--- src/rtl/ocu_pkg.sv ---
package ocu_pkg;
    typedef enum logic [2:0] {
        OCM_OFF  = 3'd0,
        OCM_HI   = 3'd1,
        OCM_LO   = 3'd2,
        OCM_TGL  = 3'd3,
        OCM_DSS  = 3'd4,
        OCM_DCON = 3'd5,
        OCM_RSV6 = 3'd6,
        OCM_RSV7 = 3'd7
    } ocm_e;

    typedef struct packed {
        logic dflt;
        ocm_e mode;
    } ctrl_t;

    localparam logic [1:0] SEL_CTRL = 2'd0;
    localparam logic [1:0] SEL_PRI  = 2'd1;
    localparam logic [1:0] SEL_SEC  = 2'd2;

    function automatic logic is_double(ocm_e m);
        return (m == OCM_DSS) || (m == OCM_DCON);
    endfunction
endpackage

--- src/rtl/ocu_regs.sv ---
module ocu_regs
    import ocu_pkg::*;
#(
    parameter int TW = 16
) (
    input  logic          clk,
    input  logic          rst,
    input  logic          wr_en,
    input  logic [1:0]    wr_sel,
    input  logic [TW-1:0] wr_data,
    output logic          ctrl_wr,
    output ctrl_t         wr_ctrl,
    output ctrl_t         ctrl_q,
    output logic [TW-1:0] pri_q,
    output logic [TW-1:0] sec_q
);
    localparam int CW = $bits(ctrl_t);

    assign ctrl_wr = wr_en && (wr_sel == SEL_CTRL);
    assign wr_ctrl = ctrl_t'(wr_data[CW-1:0]);

    always_ff @(posedge clk) begin
        if (rst) begin
            ctrl_q <= '{dflt: 1'b0, mode: OCM_OFF};
            pri_q  <= '0;
            sec_q  <= '0;
        end else if (wr_en) begin
            case (wr_sel)
                SEL_CTRL: ctrl_q <= wr_ctrl;
                SEL_PRI:  pri_q  <= wr_data;
                SEL_SEC:  sec_q  <= wr_data;
                default:  ;
            endcase
        end
    end
endmodule

--- src/rtl/ocu_match.sv ---
module ocu_match #(
    parameter int TW = 16
) (
    input  logic [TW-1:0] tmr_val,
    input  logic          tmr_en,
    input  logic [TW-1:0] pri_q,
    input  logic [TW-1:0] sec_q,
    output logic          pri_hit,
    output logic          sec_hit
);
    assign pri_hit = tmr_en && (tmr_val == pri_q);
    assign sec_hit = tmr_en && (tmr_val == sec_q);
endmodule

--- src/rtl/ocu_drive.sv ---
module ocu_drive
    import ocu_pkg::*;
(
    input  logic  clk,
    input  logic  rst,
    input  logic  ctrl_wr,
    input  ctrl_t wr_ctrl,
    input  ctrl_t ctrl_q,
    input  logic  pri_hit,
    input  logic  sec_hit,
    output logic  out_q,
    output logic  irq_q
);
    logic armed_q;

    always_ff @(posedge clk) begin
        if (rst) begin
            out_q   <= 1'b0;
            irq_q   <= 1'b0;
            armed_q <= 1'b0;
        end else if (ctrl_wr) begin
            out_q   <= wr_ctrl.dflt;
            irq_q   <= 1'b0;
            armed_q <= (wr_ctrl.mode != OCM_OFF);
        end else begin
            irq_q <= 1'b0;
            case (ctrl_q.mode)
                OCM_HI: if (pri_hit) begin
                    out_q <= 1'b1;
                    irq_q <= 1'b1;
                end
                OCM_LO: if (pri_hit) begin
                    out_q <= 1'b0;
                    irq_q <= 1'b1;
                end
                OCM_TGL: if (pri_hit) begin
                    out_q <= ~out_q;
                    irq_q <= 1'b1;
                end
                OCM_DSS, OCM_DCON: if (armed_q) begin
                    if (sec_hit) begin
                        out_q <= ctrl_q.dflt;
                        irq_q <= 1'b1;
                        if (ctrl_q.mode == OCM_DSS) armed_q <= 1'b0;
                    end else if (pri_hit) begin
                        out_q <= ~ctrl_q.dflt;
                    end
                end
                default: out_q <= ctrl_q.dflt;
            endcase
        end
    end

    assert_ctrl_default_R2: assert property (@(posedge clk) disable iff (rst)
        ctrl_wr |=> (out_q == $past(wr_ctrl.dflt)) && !irq_q);
    assert_off_hold_R3: assert property (@(posedge clk) disable iff (rst)
        (ctrl_q.mode == OCM_OFF && !ctrl_wr) |=> (out_q == ctrl_q.dflt) && !irq_q);
    assert_set_hi_R4: assert property (@(posedge clk) disable iff (rst)
        (ctrl_q.mode == OCM_HI && pri_hit && !ctrl_wr) |=> out_q && irq_q);
    assert_sec_return_R7: assert property (@(posedge clk) disable iff (rst)
        (is_double(ctrl_q.mode) && armed_q && sec_hit && !ctrl_wr)
        |=> (out_q == ctrl_q.dflt) && irq_q);
    assert_oneshot_quiet_R8: assert property (@(posedge clk) disable iff (rst)
        (ctrl_q.mode == OCM_DSS && !armed_q && !ctrl_wr) |=> $stable(out_q) && !irq_q);
    assert_irq_cause_R12: assert property (@(posedge clk) disable iff (rst)
        irq_q |-> $past(pri_hit || sec_hit));
endmodule

--- src/rtl/ocu_top.sv ---
module ocu_top
    import ocu_pkg::*;
#(
    parameter int TW = 16
) (
    input  logic          clk,
    input  logic          rst,
    input  logic          wr_en,
    input  logic [1:0]    wr_sel,
    input  logic [TW-1:0] wr_data,
    input  logic [TW-1:0] tmr_val,
    input  logic          tmr_en,
    output logic          oc_out,
    output logic          oc_irq
);
    logic          ctrl_wr;
    ctrl_t         wr_ctrl;
    ctrl_t         ctrl_q;
    logic [TW-1:0] pri_q;
    logic [TW-1:0] sec_q;
    logic          pri_hit;
    logic          sec_hit;

    ocu_regs #(.TW(TW)) u_regs (
        .clk(clk), .rst(rst), .wr_en(wr_en), .wr_sel(wr_sel), .wr_data(wr_data),
        .ctrl_wr(ctrl_wr), .wr_ctrl(wr_ctrl), .ctrl_q(ctrl_q),
        .pri_q(pri_q), .sec_q(sec_q)
    );

    ocu_match #(.TW(TW)) u_match (
        .tmr_val(tmr_val), .tmr_en(tmr_en), .pri_q(pri_q), .sec_q(sec_q),
        .pri_hit(pri_hit), .sec_hit(sec_hit)
    );

    ocu_drive u_drive (
        .clk(clk), .rst(rst), .ctrl_wr(ctrl_wr), .wr_ctrl(wr_ctrl), .ctrl_q(ctrl_q),
        .pri_hit(pri_hit), .sec_hit(sec_hit), .out_q(oc_out), .irq_q(oc_irq)
    );
endmodule

--- config.mk ---
export PLATFORM = sky130hd
export DESIGN_NAME = ocu_top
export DESIGN_NICKNAME = d
export VERILOG_FILES = /design/src/rtl/ocu_pkg.sv /design/src/rtl/ocu_regs.sv /design/src/rtl/ocu_match.sv /design/src/rtl/ocu_drive.sv /design/src/rtl/ocu_top.sv
export SDC_FILE = /design/constraint.sdc
export NUM_CORES = 1
export LEC_CHECK = 0
export BUFFER_PORTS_ARGS = -buffer_cell sky130_fd_sc_hd__clkbuf_2
export CAP_MARGIN = 20
export CORE_MARGIN = 8
export CORE_UTILIZATION = 35
export CTS_CLUSTER_SIZE = 20
export DETAILED_ROUTE_END_ITERATION = 12
export HOLD_SLACK_MARGIN = 0.06
export PLACE_DENSITY = 0.6
export SLEW_MARGIN = 20
export SYNTH_ARGS = -nofsm -noshare
export SYNTH_HDL_FRONTEND = slang
export SYNTH_SLANG_ARGS = --single-unit
--- constraint.sdc ---
create_clock -name clk -period 2.6 [get_ports clk]
set_input_delay 0.78 -clock clk [delete_from_list [all_inputs] [get_ports clk]]
set_output_delay 0.78 -clock clk [all_outputs]
set_load 0.01 [all_outputs]
* Yosys cells after proc, flatten, opt, wreduce, memory -nomap -nowiden
Index checks and enable logic that the tools add are counted.
** Cells by class
- Multipliers :: 0
- Equality and inequality tests :: 14
- Bitwise gates (word level) :: 2
- $lt $le $gt $ge :: 0
- Multiplexer cells :: 17
- Div/mod/pow operators :: 0
- Shift-type cells :: 0
- Add/sub/neg operators :: 0
- Reduce and logical (&&, ||, !) cells :: 13
** Operator list (number)
- $eq 16x16->1 :: 2
- $mux 1 :: 15
- $ne 3x3->1 const B :: 3
- $eq 3x2->1 const B :: 2
- $eq 3x3->1 const B :: 2
- $reduce_and 2->1 :: 3
- $reduce_and 5->1 :: 1
- $ne 4x4->1 const B :: 1
- $pmux 1 s4 :: 1
- $reduce_or 2->1 :: 2
- $eq 3x1->1 const B :: 1
- $logic_and 1x1->1 :: 3
- $ne 3x2->1 const B :: 1
- $reduce_bool 3->1 :: 1
- $reduce_or 3->1 :: 1
- $eq 2x1->1 const B :: 1
- $eq 2x2->1 const B :: 1
- $logic_not 2->1 :: 1
- $not 1->1 :: 2
- $pmux 1 s2 :: 1
- $reduce_bool 2->1 :: 1
** Word-level totals
- Bits in latches :: 0
- RAM bits :: 0
- Logic and storage cells :: 53
- Input bits :: 38
- Output and inout bits :: 2
- Bits in read-only memories :: 0
- Memories kept :: 0
- Bits in registers :: 39

* Logic depth before layout (Yosys ltp)
Gate-level depths: netlist of the first run.
- Word-level depth :: 7
- Mapped depth :: 7
- Mapped depth without buffers :: 7

* Hierarchy
Synthesis of the first run repeated with hierarchy kept, for this count alone.
** Unflattened totals
- Cells, all modules :: 216
- Area, all modules :: 2107.0 µm²
** By module, submodules not included
- ocu_regs :: area an instance 1522.7 µm², cells an instance 143, sequential area each 720.7 µm², times used 1
- ocu_match :: area an instance 362.8 µm², cells an instance 44, sequential area each 0.0 µm², times used 1
- ocu_drive :: area an instance 221.5 µm², cells an instance 29, sequential area each 60.1 µm², times used 1

* Worst setup path after synthesis of the first run
Ideal clock, no wire load.
- Path type :: input port to flip-flop
- Start point :: in tmr_val[4]
- End point :: reg u_drive.out_q
- Buffers on the path :: 0
- Slack :: 0.580 ns
- Library setup time :: 0.133 ns
- Data required time :: 2.467 ns
- Data arrival time :: 1.887 ns
- Cell stages on the path :: 6
- Cell sequence :: xor2_1 -> nor4_2 -> nand4_1 -> nor3b_1 -> nor4b_2 -> o41ai_2
** Between the ends
- Longest elaborated chain between the ends :: 6
- Elaborated cells on any way between the ends :: 13
- Those cells by class :: eq/ne: 6; mux: 4; reduce/logical: 3
** RTL lines
- start: declaration :: line ocu_top.sv:11 : input logic [TW-1:0] tmr_val,
- $eq 16x16->1 :: line ocu_match.sv:12 : assign sec_hit = tmr_en && (tmr_val == sec_q);
- $logic_and 1x1->1 :: line ocu_match.sv:12
- $mux 1 :: line ocu_drive.sv:41 : if (sec_hit) begin
- $mux 1 :: line ocu_drive.sv:40 : OCM_DSS, OCM_DCON: if (armed_q) begin
- $pmux 1 s4 :: line ocu_drive.sv:27 : case (ctrl_q.mode)
- $mux 1 :: line ocu_drive.sv:21 : end else if (ctrl_wr) begin
- end signal: assignment :: line ocu_drive.sv:22 : out_q <= wr_ctrl.dflt;
- end signal: assignment :: line ocu_drive.sv:42 : out_q <= ctrl_q.dflt;
- end signal: assignment :: line ocu_drive.sv:46 : out_q <= ~ctrl_q.dflt;
- end: declaration :: line ocu_drive.sv:11 : output logic out_q,
Several ways; a longest one is shown, not always the timed one. The select of a mux whose other input is x is not followed.
A chain may end at the register's enable or synchronous reset.

* Worst setup path after layout of the first run
- Start point :: in tmr_val[14]
- End point :: reg u_drive.out_q
The elaborated chain is that of the path after synthesis.

==> out/summary.txt, run 1 <==
Post-synth EDFFs: 0
CP dominant cell by count: nand4_1
max incr delay on CP: 0.29 ns
Final Hold Viols: 0
RSZ-0062 raised after global routing: no
Multi-input gate area: 1010 sq um
Area after DPL: 2120 sq um
mapped cell area: 1840 sq um
post-synth cell types: 30
Initial Utilization: 0.362
register area: 781 sq um
1st-pass router iterations: 4
Die H: 88.5 microns
Pleak: 0.000822 uW
fin crit share: 0.814
total CTS buffers: 5
DR WL/cell: 13.3 microns
worst-path cell chain: clkbuf_2 -> xnor2_1 -> nand4_1 -> nor3_1 -> nand4_1 -> nor3b_1 -> nor4b_2 -> o41ai_2
Worst Hold Launch: u_regs.sec_q[13]
die width: 88.5 microns
Port-buffer cells: 39
post-synth top area share: 0.425
async set-reset flop share out of synthesis: 0
CP startpoint kind: primary input
first-pass GRT wire length: 7.47 mm
# fillers: 538
WL final: 4.57 mm
worst-margin pin slew: 0.578 ns
RR Startpoint: u_regs.sec_q[14]
syn avg cell area: 7.96 sq um
DR iter-0 viols: 59
layout cell share with drive strength beyond 1: 0.206
Pins Over Slew Limit: 0
final instance area: 2220 sq um
num ports: 40
Max rail drop VDD: 0.265 mV
antenna cells: 0
Crit. Startpoint: tmr_val[14]
Final GP Congestion: 0.793
CP required: 2.76 ns
count of cells resized by post-cts repair: 0
register bit total from synthesis: 39
GRT Resource Usage Total: 0.125
hold crit path type: reg -> reg
H-tree depth: 2
Ys Warns: 0
Tmin final: 2.12 ns
Slowest cell on crit path: nor4b_2
cells after synthesis: 231
hpwl dp: 3.42 mm
Row Count: 26
worst path arrival time: 2.27 ns
crit path max fanout: 5
Clock Sinks: 39
grt ovf: 0
Post-CTS Setup Bufs: 0
Clock Latency Late Sink: 0.29 ns
largest net degree at the start of global routing: 28
TNS Setup: 0 ns
critical path class: in -> reg
Synth Flop Type: dfxtp_1
CTS root buf: clkbuf_8
Cells after DPL: 334
Fmax: 472 MHz
Cell Count, Final, Fillers Out: 342
hold buffers post-CTS: 0
area grow syn2layout: 20.6%
power consumption: 1230 uW
worst hold slack: 0.467 ns
Core Region: 5070 sq um
clk slew on worst S/H paths: 0.07 ns
Layout Nets: 309
vias per cell: 4.68
pwr dens: 557 nW/um^2
DR vias: 1,601
syn nets: 269
Residual DRC: 0
largest cells by area after synthesis: dfxtp_1 (42%), nand2_1 (14%), xnor2_1 (11%)
vias in the first global route: 1,585
Post-DRT Antenna Nets: 0
# setup viols final: 0
outcome: complete, no violations
CTS tree: done
skew final: 0.00277 ns
MaxCap Viol Count: 0
area leader, netlist: dfxtp_1
initial antenna violation count: 0
sequential area share after synthesis: 0.425
Die Area: 7830 sq um
Slew HR: 0.615
Critical Path Sink Type: register
CTS max path bufs: 2
==> metrics by stage <==
step | util | setup WS [ns]
after floorplan | - | 0.580
after global placement | 0.417 | 0.226
after detailed placement | 0.417 | 0.155
after CTS | 0.437 | 0.461
after global routing | 0.437 | 0.382
final | 0.437 | 0.482
==> final timing paths <==
| path | endpoint | slack, ns | cells after the start |
|---|---|---|---|
| min reg2reg | u_regs.sec_q[13] | 0.47 | 2 |
| max reg2reg | u_drive.out_q | 0.71 | 7 |
| max | u_drive.out_q | 0.48 | 8 |
| min | u_regs.sec_q[13] | 0.47 | 2 |
==> sequential cells by signal, summed over array words and instances (netlist names) <==
signal,cells
u_regs.pri_q,16
u_drive.irq_q,1
u_regs.ctrl_q,4
u_drive.out_q,1
u_regs.sec_q,16
u_drive.armed_q,1
==> final cells by class <==
| type | count | area share |
|---|---|---|
| Clock buffer | 8 | 0.0451 |
| Multi-Input combinational cell | 180 | 0.457 |
| Tap cell | 70 | 0.0395 |
| Inverter | 1 | 0.00169 |
| Timing Repair Buffer | 44 | 0.105 |
| Sequential cell | 39 | 0.352 |
==> worst max-delay path: cells and delay by family <==
family | cells | cell delay [ns]
AOI/OAI and AO/OA | 1 | 0.10
buffers and inverters | 1 | 0.10
xor gates and xnor gates | 1 | 0.15
and+or+nand+nor | 5 | 1.14
==> cells by family (layout without fill, tap and decap cells) <==
group / after synthesis / in the layout / synth area share
simple gates: 102 / 102 / 0.248
compound gates: 42 / 42 / 0.128
flops: 39 / 39 / 0.425
xor+xnor: 32 / 32 / 0.152
buf+inv: 12 / 53 / 0.0245
mux: 4 / 4 / 0.0218
==> Yosys cell counts (all sizes together), types with 2 or more instances <==
| library cell | n |
|---|---|
| a21oi | 33 |
| clkbuf | 10 |
| dfxtp | 39 |
| mux2i | 4 |
| nand2 | 68 |
| nand3 | 3 |
| nand3b | 2 |
| nand4 | 5 |
| nor2 | 10 |
| nor3 | 4 |
| nor3b | 2 |
| nor4 | 2 |
| o21ai | 4 |
| or2 | 2 |
| xnor2 | 24 |
| xor2 | 8 |
==> layout by cell type, fill, tap and decap left out <==
| cell type | Yosys | layout |
|---|---|---|
| clkbuf_2 | 0 | 39 |
| a211oi_1 | 1 | 1 |
| buf_4 | 0 | 5 |
| and3b_1 | 1 | 1 |
| nor4_2 | 1 | 1 |
| nor3_1 | 4 | 4 |
| nor4b_2 | 1 | 1 |
| nor3b_1 | 2 | 2 |
| xnor2_1 | 24 | 24 |
| nand3_1 | 3 | 3 |
| nand3b_1 | 2 | 2 |
| a32oi_1 | 1 | 1 |
| o21bai_1 | 1 | 1 |
| nand4_1 | 5 | 5 |
| or2_1 | 1 | 1 |
| or2_2 | 1 | 1 |
| inv_1 | 1 | 1 |
| clkbuf_1 | 10 | 1 |
| dfxtp_1 | 39 | 39 |
| and3_1 | 1 | 1 |
| nand2b_1 | 1 | 1 |
| o21ai_1 | 1 | 1 |
| nand2_1 | 68 | 68 |
| xor2_1 | 8 | 8 |
| o41ai_2 | 1 | 1 |
| a21oi_1 | 33 | 33 |
| mux2i_1 | 4 | 4 |
| o21ai_0 | 3 | 3 |
| nor2_1 | 10 | 10 |
| nor4_1 | 1 | 1 |
| o31a_2 | 1 | 1 |
| clkbuf_8 | 0 | 7 |
==> where the power goes <==
group / leakage, uW / switching [uW] / internal [uW]
Clock: 0.0000515 / 202 / 242
Sequential: 0.000317 / 14.9 / 618
Combinational: 0.000453 / 84.5 / 73.4
==> metal layers <==
layer  GRT usage  vias to the layer above  routed length [microns]
met5           0                        -                        0
met4      0.0614                        0                       94
met3      0.0269                        9                      195
met2       0.212                       34                     2240
met1       0.144                      709                     2040
li1            -                      849                        -
(Power assumes the default switching activity.)
==> run 2: changes to the inputs <==
- clock period: 2.6 -> 2 ns (I/O delays scaled with it)
==> run 2 against run 1 <==
Effect of this change: sequential share of layout area is 1.5 points lower; sequential power is 30% higher; final cell count is 2.0% higher; utilization grew 2.0 points; flip-flop and latch count is the same; clock-buffer cell count is 2 lower; die area stayed put; combinational power increased by 41%; via count rose by 2.5%; setup slack worse by 0.34 ns; power rose by 39%; highest routed layer unchanged.
==> out/summary.txt, run 2 (synthesis results as in run 1) <==
hold crit path type: reg -> reg
initial antenna violation count: 0 (unchanged)
RR Startpoint: u_regs.sec_q[4]
WL final: 4.75 mm (+4.1%)
Multi-input gate area: 1040 sq um (+3.1%)
MaxCap Viol Count: 0 (unchanged)
Die H: 88.5 microns (unchanged)
most common cell after layout, fill and taps aside: nand2_1
R2R Path End: u_drive.out_q
CTS root buf: clkbuf_8
clk slew on worst S/H paths: 0.08 ns (about the same)
Hold Path Sink: u_regs.pri_q[12]
flop2flop setup slack: 0.22 ns (-0.49 ns)
vias in the first global route: 1,631 (+2.9%)
register area: 781 sq um (unchanged)
worst-margin pin slew: 0.581 ns (+0.00260 ns)
Fmax: 538 MHz
DR iter-0 viols: 132 (+120%)
hpwl dp: 3.42 mm (about the same)
most frequent cells in the layout: nand2_1 (68), clkbuf_2 (39), dfxtp_1 (39), a21oi_1 (33), xnor2_1 (24)
largest net degree at the start of global routing: 27 (-3.6%)
crit path max fanout: 5 (unchanged)
skew final: 0.00466 ns (+0.00189 ns)
Cell Count, Final, Fillers Out: 349 (+2.0%)
DR vias: 1,641 (+2.5%)
GRT Resource Usage Total: 0.127 (+0.00214)
Final Hold Viols: 0 (unchanged)
Pins Over Slew Limit: 0 (unchanged)
Pleak: 0.000879 uW (+6.9%)
Port-buffer cells: 39 (unchanged)
Worst Hold Launch: u_regs.pri_q[12]
Critical Path Sink Type: register
Reg2Reg Depth: 6 (-1)
DR WL/cell: 13.6 microns (+2.1%)
Initial Utilization: 0.362 (unchanged)
worst path arrival time: 2.02 ns (-0.25 ns)
# setup viols final: 0 (unchanged)
Regs by FF count: u_regs.pri_q: 16 flops, u_regs.sec_q: 16 flops, u_regs.ctrl_q: 4 flops
1st-pass router iterations: 4 (unchanged)
Row Count: 26 (unchanged)
num ports: 40 (unchanged)
grt ovf: 0 (unchanged)
area grow syn2layout: 26.1%
CTS tree: done
fin crit share: 0.930
total CTS buffers: 5 (unchanged)
critical path class: in -> reg
Max rail drop VDD: 0.387 mV (+46%)
Final GP Congestion: 0.820 (+3.5%)
Layout Nets: 316 (+2.3%)
# fillers: 535 (-0.56%)
CTS max path bufs: 2 (unchanged)
Slew HR: 0.613 (-0.00173)
die width: 88.5 microns (unchanged)
pwr dens: 743 nW/um^2 (+33%)
vias per cell: 4.70 (+0.44%)
outcome: complete, no violations
CP required: 2.16 ns (-0.60 ns)
Die Area: 7830 sq um (unchanged)
Post-DRT Antenna Nets: 0 (unchanged)
H-tree depth: 2 (unchanged)
Clock Sinks: 39 (unchanged)
hold depth: 2 (unchanged)
Core Region: 5070 sq um (unchanged)
power consumption: 1720 uW (+39%)
layout cell share with drive strength beyond 1: 0.244 (+0.0378)
Tmin final: 1.86 ns
TNS Setup: 0 ns (unchanged)
antenna cells: 0 (unchanged)
Cells after DPL: 340 (+1.8%)
first-pass GRT wire length: 7.60 mm (+1.8%)
CP startpoint kind: primary input
Residual DRC: 0 (unchanged)
Clock Latency Late Sink: 0.28 ns (about the same)
==> run 2: changes by cell type in the layout (fill, tap and decap cells not counted), sizes merged <==
| cell | change |
|---|---|
| clkinv | +1 |
| bufinv | +1 |
| buf | +7 |
| clkbuf | -2 |
==> run 2: final cells by class <==
type,count,share of cell area
clock inverter,2,0.0151
tap,70,0.0378
multi-input combinational,180,0.450
clock buffer,6,0.0356
timing repair buffer,51,0.123
inverter,1,0.00162
sequential,39,0.337
==> run 2: where the power goes <==
part	switching [uW]	internal, uW
logic	116	107
clock network	273	404
registers	19.1	803
==> run 2: through the flow <==
stage	hold slack (ns)	worst slack [ns]	instance area [sq um]	util
2_1_floorplan	0.448	0.160	1840	-
3_3_place_gp	0.453	-0.171	2160	0.426
3_5_place_dp	0.458	-0.188	2160	0.426
4_1_cts	0.469	0.0776	2280	0.449
5_1_grt	0.484	-0.0119	2320	0.457
6_report	0.466	0.140	2320	0.457
==> run 2: worst max-delay path: stages <==
cell and delay [ns]:
clkbuf_2 0.10, xor2_1 0.15, nor4_2 0.31, nand4_1 0.28
nor3b_4 0.25, nor4b_4 0.23, o41ai_2 0.09
==> run 2: layer usage <==
layer  wire length, microns  GRT usage  vias to the layer above
met2                   2320      0.221                       38
met5                      0          0                        -
li1                       -          -                      864
met3                    252     0.0232                        4
met4                     59     0.0461                        0
met1                   2120      0.150                      735
==> run 2: worst max path at each step <==
stage / startpoint / to / slack, ns
detailed placement: tmr_val[14] / u_drive.out_q / -0.19
CTS: tmr_val[14] / u_drive.out_q / 0.08
floorplan: tmr_val[4] / u_drive.out_q / 0.16
global placement: tmr_val[14] / u_drive.out_q / -0.17
finish: tmr_val[4] / u_drive.out_q / 0.14
global route: tmr_val[2] / u_drive.out_q / -0.01
==> run 2: timing repair <==
item,4_1_cts,5_1_grt
gates resized for setup,0,6
buffers inserted,0,1
setup endpoints to repair,0,1
hold buffers,0,0
==> run 3: changes to the inputs <==
- CORE_MARGIN: 8 -> unset
==> run 3 against run 2 <==
Effect of this change: first-iteration DRC count is 12% lower; flip-flop and latch count is the same; worst hold slack improved by 0.0014 ns; clock power shrank 7.2%; sequential power about the same; combinational power decreased by 3%; clock skew down 0.00059 ns; global-route usage up 4.8 points; setup slack lost 0.028 ns; register-to-register slack worse by 0.04 ns; final cell count decreased by 0.29%; maximum frequency is 1.5% lower; largest power group unchanged.
==> out/summary.txt, run 3 (synthesis results as in run 1) <==
outcome: complete, no violations
num ports: 40 (unchanged)
hold crit path type: reg -> reg
Slew HR: 0.720 (+0.107)
1st-pass router iterations: 4 (unchanged)
Pins Over Slew Limit: 0 (unchanged)
clk slew on worst S/H paths: 0.07 ns (about the same)
total CTS buffers: 5 (unchanged)
first-pass GRT wire length: 7.02 mm (-7.7%)
H-tree depth: 2 (unchanged)
Regs by FF count: u_regs.pri_q: 16 flops, u_regs.sec_q: 16 flops, u_regs.ctrl_q: 4 flops
crit path max fanout: 4 (-1)
GRT Resource Usage Total: 0.175 (+0.0483)
MaxCap Viol Count: 0 (unchanged)
# setup viols final: 0 (unchanged)
CP dominant cell by count: nand4_1
Port-buffer cells: 39 (unchanged)
layout cell share with drive strength beyond 1: 0.227 (-0.0171)
flop2flop setup slack: 0.18 ns (-0.04 ns)
Clock Latency Late Sink: 0.29 ns (about the same)
Final GP Congestion: 0.857 (+4.5%)
Slowest cell on crit path: o31a_2
largest net degree at the start of global routing: 19 (-30%)
Final Hold Viols: 0 (unchanged)
die width: 74.5 microns (-16%)
antenna cells: 0 (unchanged)
area grow syn2layout: 23.9%
Final Util: 0.449 (-0.00814)
Sw Ratio: 0.236 (-0.000764)
Post-DRT Antenna Nets: 0 (unchanged)
Residual DRC: 0 (unchanged)
worst-margin pin slew: 0.420 ns (-0.160 ns)
Core Region: 5070 sq um (unchanged)
RR Startpoint: u_regs.sec_q[14]
critical path class: in -> reg
Tmin final: 1.89 ns (+0.0276 ns)
Fmax: 530 MHz (-1.5%)
CTS root buf: clkbuf_8
WL final: 4.40 mm (-7.5%)
hold depth: 2 (unchanged)
max incr delay on CP: 0.27 ns (-0.04 ns)
R2R Path End: u_drive.armed_q
worst path arrival time: 2.04 ns (+0.02 ns)
TNS Setup: 0 ns (unchanged)
initial antenna violation count: 0 (unchanged)
CTS tree: done
Psw: 394 uW (-3.6%)
vias in the first global route: 1,522 (-6.7%)
worst-path cell chain: clkbuf_2 -> xnor2_1 -> nand4_1 -> nor3_2 -> nand4_1 -> buf_4 -> o31a_2 -> nor2_1 -> a211oi_1
Die H: 74.5 microns (-16%)
vias per cell: 4.68 (-0.51%)
Hold Path Sink: u_regs.sec_q[8]
hpwl dp: 3.20 mm (-6.5%)
CP startpoint kind: primary input
CP required: 2.16 ns (about the same)
Row Count: 26 (unchanged)
DR WL/cell: 12.6 microns (-7.2%)
Critical Path Sink Type: register
DR iter-0 viols: 116 (-12%)
Seq pwr share: 0.493 (+0.016)
Die Area: 5550 sq um (-29%)
grt ovf: 0 (unchanged)
skew final: 0.00407 ns (-0.000590 ns)
DR vias: 1,628 (-0.79%)
fin crit share: 0.944 (+0.0138)
Initial Utilization: 0.362 (unchanged)
Cell Int Power: 1270 uW (-3.2%)
Worst Hold Launch: u_regs.sec_q[8]
Reg2Reg Depth: 8 (+2)
Clock Sinks: 39 (unchanged)
pwr dens: 732 nW/um^2 (-1.5%)
power share of the clock group: 0.376 (-0.017)
Pleak: 0.000854 uW (-2.8%)
most frequent cells in the layout: nand2_1 (68), clkbuf_2 (39), dfxtp_1 (39), a21oi_1 (33), xnor2_1 (24)
most common cell after layout, fill and taps aside: nand2_1
Layout Nets: 316 (unchanged)
combinational power share: 0.130 (about the same)
CTS max path bufs: 2 (unchanged)
Max rail drop VDD: 0.339 mV (-12%)
run 3: changes by cell type in the layout (fill, tap and decap cells not counted), sizes merged:
cell / previous run / this run
clkinv: 1 / 0
run 3: layer usage:
layer | GRT usage | up-vias | routed length [microns]
li1 | - | 860 | -
met2 | 0.305 | 40 | 2190
met5 | 0 | - | 0
met1 | 0.208 | 723 | 1960
met3 | 0.0298 | 5 | 172
met4 | 0.0818 | 0 | 67
run 3: repair_timing:
action,4_1_cts,5_1_grt
hold buffers,0,0
resized for setup,0,1
endpoints found under the setup margin,0,1
buffers inserted,0,1
run 3: power groups by stage:
stage               logic, uW  clock network [uW]  registers [uW]
CTS                       219                 649             822
floorplan                 119                   0             837
detailed placement        218                   0             840
global route              242                 681             826
finish                    217                 627             822
global placement          217                   0             840
run 3: worst max path at each step:
stage	start	end	depth (start not counted)
3_3_place_gp	tmr_val[14]	u_drive.out_q	8
6_report	tmr_val[14]	u_drive.armed_q	9
2_1_floorplan	tmr_val[4]	u_drive.out_q	6
3_5_place_dp	tmr_val[14]	u_drive.out_q	8
4_1_cts	tmr_val[14]	u_drive.out_q	8
5_1_grt	tmr_val[14]	u_drive.out_q	8
run 3: worst max-delay path, delay by kind of cell:
kind                   cells  cell delay, ns
XOR/XNOR                   1            0.16
buffers and inverters      2            0.30
AND/OR/NAND/NOR            4            0.65
AO/OA/AOI/OAI              2            0.32
run 3: metrics by stage:
step                      cells  setup slack (ns)  total power (uW)  hold slack, ns  area [sq um]
after global placement      340            -0.196              1060           0.454          2160
final                       348             0.113              1670           0.467          2280
after CTS                   347            0.0632              1690           0.470          2260
after detailed placement    340            -0.237              1060           0.459          2160
after floorplan             231             0.160               957           0.448          1840
after global routing        348           -0.0208              1750           0.490          2280
run 3: area by class of cell:
type,count,area [sq um]
flip-flops and latches,39,781
fillers,554,2800
clock inverters,1,30.0
inverters,1,3.75
clock buffers,6,72.6
multi-input cells,180,1020
repair buffers,51,285
well taps,70,87.6
